`src/rtl/irq_id_pkg.sv`:
```
package irq_id_pkg;
  localparam int CODE_W = 8;
  typedef logic [CODE_W-1:0] code_t;
  localparam code_t CODE_NONE = '0;
endpackage

```
`src/rtl/irq_req_gate.sv`:
```
// Holds the request flags and presents the sources as a vector in priority order.
// Bit 0 is status change, bit 1 is the top slot, and bits 2.. are slots 1 upward.
module irq_req_gate #(
  parameter int NUM_SLOTS = 15,
  localparam int NSRC = NUM_SLOTS + 1
) (
  input  logic                 clk,
  input  logic                 rst_n,
  input  logic                 stat_event_i,
  input  logic                 stat_rd_i,
  input  logic                 stat_en_i,
  input  logic [NUM_SLOTS-1:0] slot_set_i,
  input  logic [NUM_SLOTS-1:0] slot_clr_i,
  output logic [NSRC-1:0]      act_o
);
  logic                 stat_pend_q;
  logic [NUM_SLOTS-1:0] slot_q;

  // A set pulse overrides a clear that arrives in the same cycle.
  always_ff @(posedge clk) begin
    if (!rst_n) begin
      stat_pend_q <= 1'b0;
      slot_q      <= '0;
    end else begin
      stat_pend_q <= stat_event_i | (stat_pend_q & ~stat_rd_i);
      slot_q      <= slot_set_i | (slot_q & ~slot_clr_i);
    end
  end

  assign act_o[0] = stat_pend_q & stat_en_i;
  assign act_o[1] = slot_q[NUM_SLOTS-1];

  for (genvar i = 0; i < NUM_SLOTS - 1; i++) begin : g_slot_order
    assign act_o[i+2] = slot_q[i];
  end
endmodule

```
`src/rtl/irq_prio_pick.sv`:
```
// Chooses the lowest-index active source and turns it into a code (index + 1).
module irq_prio_pick
  import irq_id_pkg::*;
#(
  parameter int NSRC = 16
) (
  input  logic [NSRC-1:0] req_i,
  output code_t           code_o
);
  function automatic code_t first_code(input logic [NSRC-1:0] v);
    code_t c = CODE_NONE;
    for (int i = NSRC - 1; i >= 0; i--) begin
      if (v[i]) c = code_t'(i + 1);
    end
    return c;
  endfunction

  assign code_o = first_code(req_i);
endmodule

```
`src/rtl/irq_src_latch.sv`:
```
module irq_src_latch
  import irq_id_pkg::*;
#(
  parameter int NUM_SLOTS = 15
) (
  input  logic                 clk,
  input  logic                 rst_n,
  input  logic                 stat_event_i,
  input  logic                 stat_rd_i,
  input  logic                 err_ie_i,
  input  logic                 stat_ie_i,
  input  logic [NUM_SLOTS-1:0] slot_set_i,
  input  logic [NUM_SLOTS-1:0] slot_clr_i,
  input  logic                 reg_re_i,
  output logic [CODE_W-1:0]    reg_rdata_o,
  output logic                 irq_o
);
  localparam int NSRC = NUM_SLOTS + 1;

  logic [NSRC-1:0] act;
  code_t           sel_code;
  code_t           code_q;
  code_t           rdata_q;
  logic            cur_live;
  logic            reload;

  // Tells whether the source named by a code is still active.
  function automatic logic code_is_live(input logic [NSRC-1:0] v, input code_t c);
    logic hit = 1'b0;
    for (int i = 0; i < NSRC; i++) begin
      if (c == code_t'(i + 1) && v[i]) hit = 1'b1;
    end
    return hit;
  endfunction

  irq_req_gate #(.NUM_SLOTS(NUM_SLOTS)) u_gate (
    .clk          (clk),
    .rst_n        (rst_n),
    .stat_event_i (stat_event_i),
    .stat_rd_i    (stat_rd_i),
    .stat_en_i    (err_ie_i | stat_ie_i),
    .slot_set_i   (slot_set_i),
    .slot_clr_i   (slot_clr_i),
    .act_o        (act)
  );

  irq_prio_pick #(.NSRC(NSRC)) u_pick (
    .req_i  (act),
    .code_o (sel_code)
  );

  assign cur_live = code_is_live(act, code_q);
  assign reload   = ~cur_live;

  always_ff @(posedge clk) begin
    if (!rst_n)      code_q <= CODE_NONE;
    else if (reload) code_q <= sel_code;
  end

  always_ff @(posedge clk) begin
    if (!rst_n)        rdata_q <= CODE_NONE;
    else if (reg_re_i) rdata_q <= code_q;
  end

  assign reg_rdata_o = rdata_q;
  assign irq_o       = (code_q != CODE_NONE);
endmodule

```
`config.mk`:
```
export PLATFORM = sky130hd
export DESIGN_NAME = irq_src_latch
export DESIGN_NICKNAME = d
export VERILOG_FILES = /design/src/rtl/irq_id_pkg.sv /design/src/rtl/irq_req_gate.sv /design/src/rtl/irq_prio_pick.sv /design/src/rtl/irq_src_latch.sv
export SDC_FILE = /design/constraint.sdc
export NUM_CORES = 1
export LEC_CHECK = 0
export BUFFER_PORTS_ARGS = -buffer_cell sky130_fd_sc_hd__buf_2
export CAP_MARGIN = 20
export CORE_MARGIN = 3
export CORE_UTILIZATION = 50
export DETAILED_ROUTE_END_ITERATION = 12
export PLACE_DENSITY = 0.87
export SLEW_MARGIN = 20
export SYNTH_ARGS = -nofsm -noshare
export SYNTH_HDL_FRONTEND = slang
export SYNTH_HIERARCHICAL = 1
export SYNTH_SLANG_ARGS = --single-unit
```
`constraint.sdc`:
```
create_clock -name clk -period 2.95 [get_ports clk]
set_input_delay 0.59 -clock clk [delete_from_list [all_inputs] [get_ports clk]]
set_output_delay 0.59 -clock clk [all_outputs]
set_load 0.02 [all_outputs]
```
==> results of run 1 <==
-- worst max-delay path, cell delays in order, from the launching register on --
cell and delay [ns]:
dfxtp_1 0.72, mux2_1 0.38, a41oi_1 0.23, o2111ai_2 0.27, or3_1 0.43, o211ai_1 0.10
-- state kept, by name (all words and copies together) (netlist names) --
| register | count |
|---|---|
| code_q | 8 |
| reg_rdata_o | 8 |
| u_gate/slot_q | 15 |
| u_gate/stat_pend_q | 1 |
-- kinds of logic after synthesis --
family,after synthesis,share of synthesized area [%]
buffers and inverters,21,7.23
other,1,0.213
AND/OR/NAND/NOR,77,24.1
flip-flops,32,36.3
AO/OA/AOI/OAI,43,20.3
multiplexers,20,11.8
-- per-layer routing --
metal / vias to the layer above / part of all wire (%)
li1: 778 / -
met3: 6 / 6.9
met4: 0 / 1.4
met1: 729 / 45
met2: 61 / 46
met5: - / 0
-- layout by cell type, fill, tap and decap left out, types with 2 or more instances in the layout --
cell and count:
a21oi_1 3, o2111ai_1 4, nand3b_1 2, nor4_1 3
clkinv_2 2, mux2i_1 13, nand2_1 10, nor3_1 2
or3_1 5, dfxtp_1 32, mux2_1 5, and3_1 4
inv_1 5, nor2b_1 16, mux2_2 2, clkbuf_4 5
o21a_1 16, nor2_1 20, buf_2 45, nand3_1 6
o211ai_1 4, o21ai_0 2, and2_1 2, conb_1 3
-- report_power, final --
| group | switching (mW) | total [mW] | internal (mW) |
|---|---|---|---|
| combinational | 0.131 | 0.267 | 0.137 |
| clock | 0.148 | 0.261 | 0.113 |
| sequential | 0.0923 | 0.565 | 0.473 |
-- cell type report --
cell class | count | area, um2
clock inverters | 2 | 10.0
multi-input cells | 143 | 1000
clock buffers | 6 | 51.3
fillers | 313 | 1190
well taps | 44 | 55.1
inverters | 7 | 26.3
repair buffers | 45 | 225
flip-flops and latches | 32 | 641
-- worst max path at each step --
stage                     startpoint        end  depth (start not counted)
final                      code_q[3]  code_q[1]                          5
after global routing       code_q[0]  code_q[4]                          5
after CTS                  code_q[3]  code_q[1]                          5
after detailed placement   stat_ie_i  code_q[1]                          7
after global placement     stat_ie_i  code_q[3]                          7
after floorplan            stat_ie_i  code_q[0]                          6
==> impl_metrics.tcl, run 1 <==
set metrics [dict create \
    drc 0 \
    yosysTopAreaCell "dfxtp_1" \
    grt_use_met1_pct 24.1 \
    yosys-top-cells-count "dfxtp_1 (32), nor2_1 (20), nor2b_1 (16), o21a_1 (16), mux2i_1 (13)" \
    area_growth_pct 14.0 \
    synth.avg_cell_area_um2 9.09 \
    netlist_area_um2 1760 \
    vias 1574 \
    stdcell_area_um2 2010 \
    grt_max_degree 29 \
    grt-ovfl-total 0 \
    grt_usage_pct 18.9 \
    cts_hold_buf 0 \
    numCtsBuffers 5 \
    portBuffers 45 \
    min_path_cells 2 \
    synth_seq_area_share_pct 36.3 \
    p_per_area_nw_per_um2 544 \
    grtUsageMet3_pct 5.64 \
    post-place-ws_ns 0.454 \
    rsz0062_at_grt "false" \
    ant_nets 0 \
    place.gp.congestion 0.904 \
    fin_util_pct 62.8 \
    startpoint_type "register" \
    synth.area.top_cells "dfxtp_1 (36%), mux2i_1 (7.4%), o21a_1 (6.8%)" \
    grt_pass1_vias 1412 \
    cts_setup_buffers 0 \
    drv_slew 0 \
    hold_path_end "u_gate/slot_q[14]" \
    fin_crit_ns 2.22 \
    top_usage_layer "met2" \
    fin_crit_sh_pct 75.1 \
    status "completed" \
    path_class "register to register" \
    reg2reg_setup_slack_ns 0.73 \
    n_antenna_cell 0 \
    slew_headroom_pct 55.7 \
    power.leakage_nw 0.852 \
    dr.pass1.iters 4 \
    synth_seq_cells 32 \
    clock_skew_ns 0.0133 \
    die_w_um 65.4 \
    tightest_slew_ns 0.664 \
    required_ns 3.21 \
    cp_max_fo 16 \
    hold_viol_final 0 \
    antenna_found_initial 0 \
    cts_resized 0 \
    synth_warnings 6 \
    synthArstFlopShare_pct 0 \
    dpl-instance-area_um2 1950 \
    grt_use_met2_pct 29.8 \
    drt-initial-drc-count 70 \
    cts_tree "built" \
    end_kind "register" \
    detail_route.wirelength_um 3800 \
    clk_pin_slew_ns 0.10 \
    setup_violations 0 \
    synth.top_cell.area_share_pct 36.3 \
    cts.sinks 32 \
    clkLatencyLatePin_ns 0.34 \
    synthDistinctLibCells 50 \
    stdcell_count 279 \
    drive_gt1_share_pct 27.2 \
    clockBufferDepth 2 \
    hold_class "input port to register" \
    drv_cap 0 \
    ys.flop_type "dfxtp_1" \
    dp_hpwl_um 2770 \
    hold_start "slot_set_i[14]" \
    num_rows 20 \
    post-place-cells 271 \
    synth_edf_count 0 \
    via_per_inst 5.64 \
    r2r-start "code_q[3]" \
    ios 46 \
    dieArea_um2 4280 \
    initial_core_util_pct 55.1 \
    irDropWorstVdd_v 0.000301 \
    fmax_ghz 0.451 \
    root_buffer "clkbuf_4" \
    power_mw 1.09 \
    synth.most_common_cell "dfxtp_1" \
    synth_cells 194 \
    htreeDepth 2 \
    core_area_um2 3200 \
    setup_tns_ns 0 \
    fin_ws_ns 0.734 \
    cp.arrival_ns 2.47 \
    finalNetCount 271 \
    avgRoutedWirePerCell_um 13.6 \
    whs_ns 0.459 \
    die_y_um 65.4 \
    rr_endpoint "code_q[1]" \
    grt_pass1_wl_um 6200 \
    r2r.worst_path.cells 5 \
]
No activity file was read; power rests on OpenSTA's default activity.
==> run 2, diff against run 1 <==
- ABC_AREA: not set -> 1
- CORE_UTILIZATION: 50 -> 47
- PLACE_DENSITY: 0.87 -> 0.86
- clock period: 2.95 -> 2 ns (I/O delays scaled with it)
==> run 2 against run 1 <==
Against the previous run:
- final cell count is 28% higher
- final area is 3.8% higher
- clock skew is 0.0093 ns lower
- sequential power is 31% higher
- routed wire length is 1.2% lower
- combinational power is 21% higher
- register-to-register slack worse by 0.30 ns
- synthesized area is 0.35% lower
- worst hold slack worse by 0.11 ns
- flip-flop and latch count stayed put
- synthesized cell count is 35% higher
- core utilization is 2.6 points lower
- largest cell class unchanged
==> impl_metrics.tcl, run 2 <==
set metrics [dict create \
    status "completed" \
    synthArstFlopShare_pct 0 \
    tightest_slew_ns 0.504 \
    critPathSlowestCell "dfxtp_1" \
    p_per_area_nw_per_um2 747 \
    die_y_um 67.2 \
    hold_class "input port to register" \
    cp.arrival_ns 1.36 \
    avgRoutedWirePerCell_um 10.5 \
    crit_chain "nor2_2, nand2_2, inv_1, nand2_1, buf_2" \
    clkLatencyLatePin_ns 0.28 \
    irDropWorstVdd_v 0.000554 \
    numCtsBuffers 5 \
    dr.pass1.iters 7 \
    synth_seq_cells 32 \
    synth.area.top_cells "dfxtp_1 (36%), nand2_1 (13%), inv_1 (12%)" \
    grtUsageMet3_pct 5.49 \
    grt_pass1_vias 1545 \
    reg2reg_setup_slack_ns 0.43 \
    top_register "u_gate/slot_q" \
    power_mw 1.56 \
    clockBufferDepth 2 \
    yosysTopAreaCell "dfxtp_1" \
    synth.avg_cell_area_um2 6.71 \
    dieArea_um2 4510 \
    clk_pin_slew_ns 0.06 \
    setup_violations 0 \
    hold_viol_final 0 \
    vias 1628 \
    dp_hpwl_um 2930 \
    cts_tree "built" \
    grt_use_met1_pct 21.5 \
    r2r-start "code_q[1]" \
    fin_crit_sh_pct 88.1 \
    required_ns 1.60 \
    max_stage_delay_ns 0.54 \
    htreeDepth 2 \
    hold_start "slot_set_i[10]" \
    yosys-top-cells-count "nand2_1 (63), inv_1 (58), dfxtp_1 (32), nor2_1 (18), nand3_1 (15)" \
    netlist_area_um2 1760 \
    min_path_cells 3 \
    cts_setup_buffers 0 \
    end_kind "output pin" \
    place.gp.congestion 0.833 \
    via_per_inst 4.57 \
    ios 46 \
    root_buffer "clkbuf_8" \
    cts.sinks 32 \
    finalNetCount 346 \
    power.leakage_nw 1.16 \
    cp_max_fo 8 \
    final_common_cell "nand2_1" \
    drc 0 \
    post-place-cells 348 \
    drt-initial-drc-count 90 \
    grt_use_met2_pct 32.4 \
    top_usage_layer "met2" \
    num_rows 21 \
    cts_hold_buf 0 \
    n_antenna_cell 0 \
    area_growth_pct 18.8 \
    synth.top_cell.area_share_pct 36.4 \
    synthDistinctLibCells 29 \
    most-common-layout-cells "nand2_1 (63), inv_1 (58), buf_2 (45)" \
    antenna_found_initial 0 \
    largest_reg_flops 15 \
    die_w_um 67.2 \
    initial_core_util_pct 50.7 \
    slew_headroom_pct 66.1 \
    critical-path-top-delay-family "flip-flops" \
    drive_gt1_share_pct 29.7 \
    cts_resized 0 \
    core_area_um2 3470 \
    synth.most_common_cell "nand2_1" \
    synth_seq_area_share_pct 36.4 \
    rr_endpoint "code_q[1]" \
    grt_pass1_wl_um 6350 \
    fin_crit_ns 1.76 \
    path_class "register to output pin" \
    stdcell_count 356 \
    clock_skew_ns 0.00402 \
    path_buf_inv 2 \
    drv_slew 0 \
    drv_cap 0 \
    ys.flop_type "dfxtp_1" \
    setup_tns_ns 0 \
    portBuffers 45 \
    ant_nets 0 \
    r2r.worst_path.cells 11 \
    detail_route.wirelength_um 3750 \
    grt_usage_pct 18.8 \
    grt_max_degree 17 \
    startpoint_type "register" \
    synth_edf_count 0 \
    hold_path_end "u_gate/slot_q[10]" \
    synth_warnings 6 \
    nFillCells 354 \
    fmax_ghz 0.567 \
    grt-ovfl-total 0 \
    synth_cells 262 \
    rsz0062_at_grt "false" \
]
[run 2: cell families (layout without fill, tap and decap cells)]
group	count (synthesis)	after routing	synth area share, %
AND/OR/NAND/NOR	124	124	34.2
other	1	3	0.213
buffers and inverters	70	116	16.6
AO/OA/AOI/OAI	35	35	12.6
flip-flops	32	32	36.4
[run 2: through the flow]
stage,setup WS [ns],utilization [%],area (um2),hold WS (ns)
after floorplan,0.449,-,1770,0.439
after global placement,0.272,57.5,2000,0.451
after detailed placement,0.239,57.5,2000,0.457
after CTS,0.222,60.2,2090,0.340
after global routing,0.155,60.2,2090,0.347
final,0.238,60.2,2090,0.348
[run 2: worst max path at each step]
stage / start / endpoint / slack, ns / depth (start not counted)
after global placement: stat_ie_i / code_q[0] / 0.27 / 14
after detailed placement: stat_ie_i / code_q[1] / 0.24 / 14
after floorplan: stat_ie_i / code_q[3] / 0.45 / 13
after CTS: code_q[1] / irq_o / 0.22 / 5
after global routing: code_q[1] / irq_o / 0.15 / 5
final: code_q[1] / irq_o / 0.24 / 5
[run 2: worst register-to-register path: cells and delay by family, from the launching register on]
family,cells,cell delay (ns)
simple gates,10,0.87
flops,1,0.54
buf+inv,1,0.05
[run 2: metal layers]
| layer | share of wire [%] | vias up |
|---|---|---|
| li1 | - | 883 |
| met1 | 44 | 707 |
| met2 | 50 | 32 |
| met3 | 4.8 | 6 |
| met4 | 1.5 | 0 |
| met5 | 0 | - |
[run 2: cell type report]
| cell class | instances | area (um2) | share of cell area (%) |
|---|---|---|---|
| Sequential cell | 32 | 641 | 30.7 |
| Multi-Input combinational cell | 162 | 833 | 39.9 |
| Clock buffer | 6 | 82.6 | 3.95 |
| Clock inverter | 2 | 10.0 | 0.479 |
| Tap cell | 46 | 57.6 | 2.76 |
| Timing Repair Buffer | 45 | 225 | 10.8 |
| Inverter | 63 | 239 | 11.4 |
[run 2: power by group]
group	leakage (nW)	total (mW)	internal, mW	switching (mW)
registers	0.266	0.739	0.685	0.0540
logic	0.841	0.324	0.125	0.199
clock network	0.0510	0.498	0.274	0.224
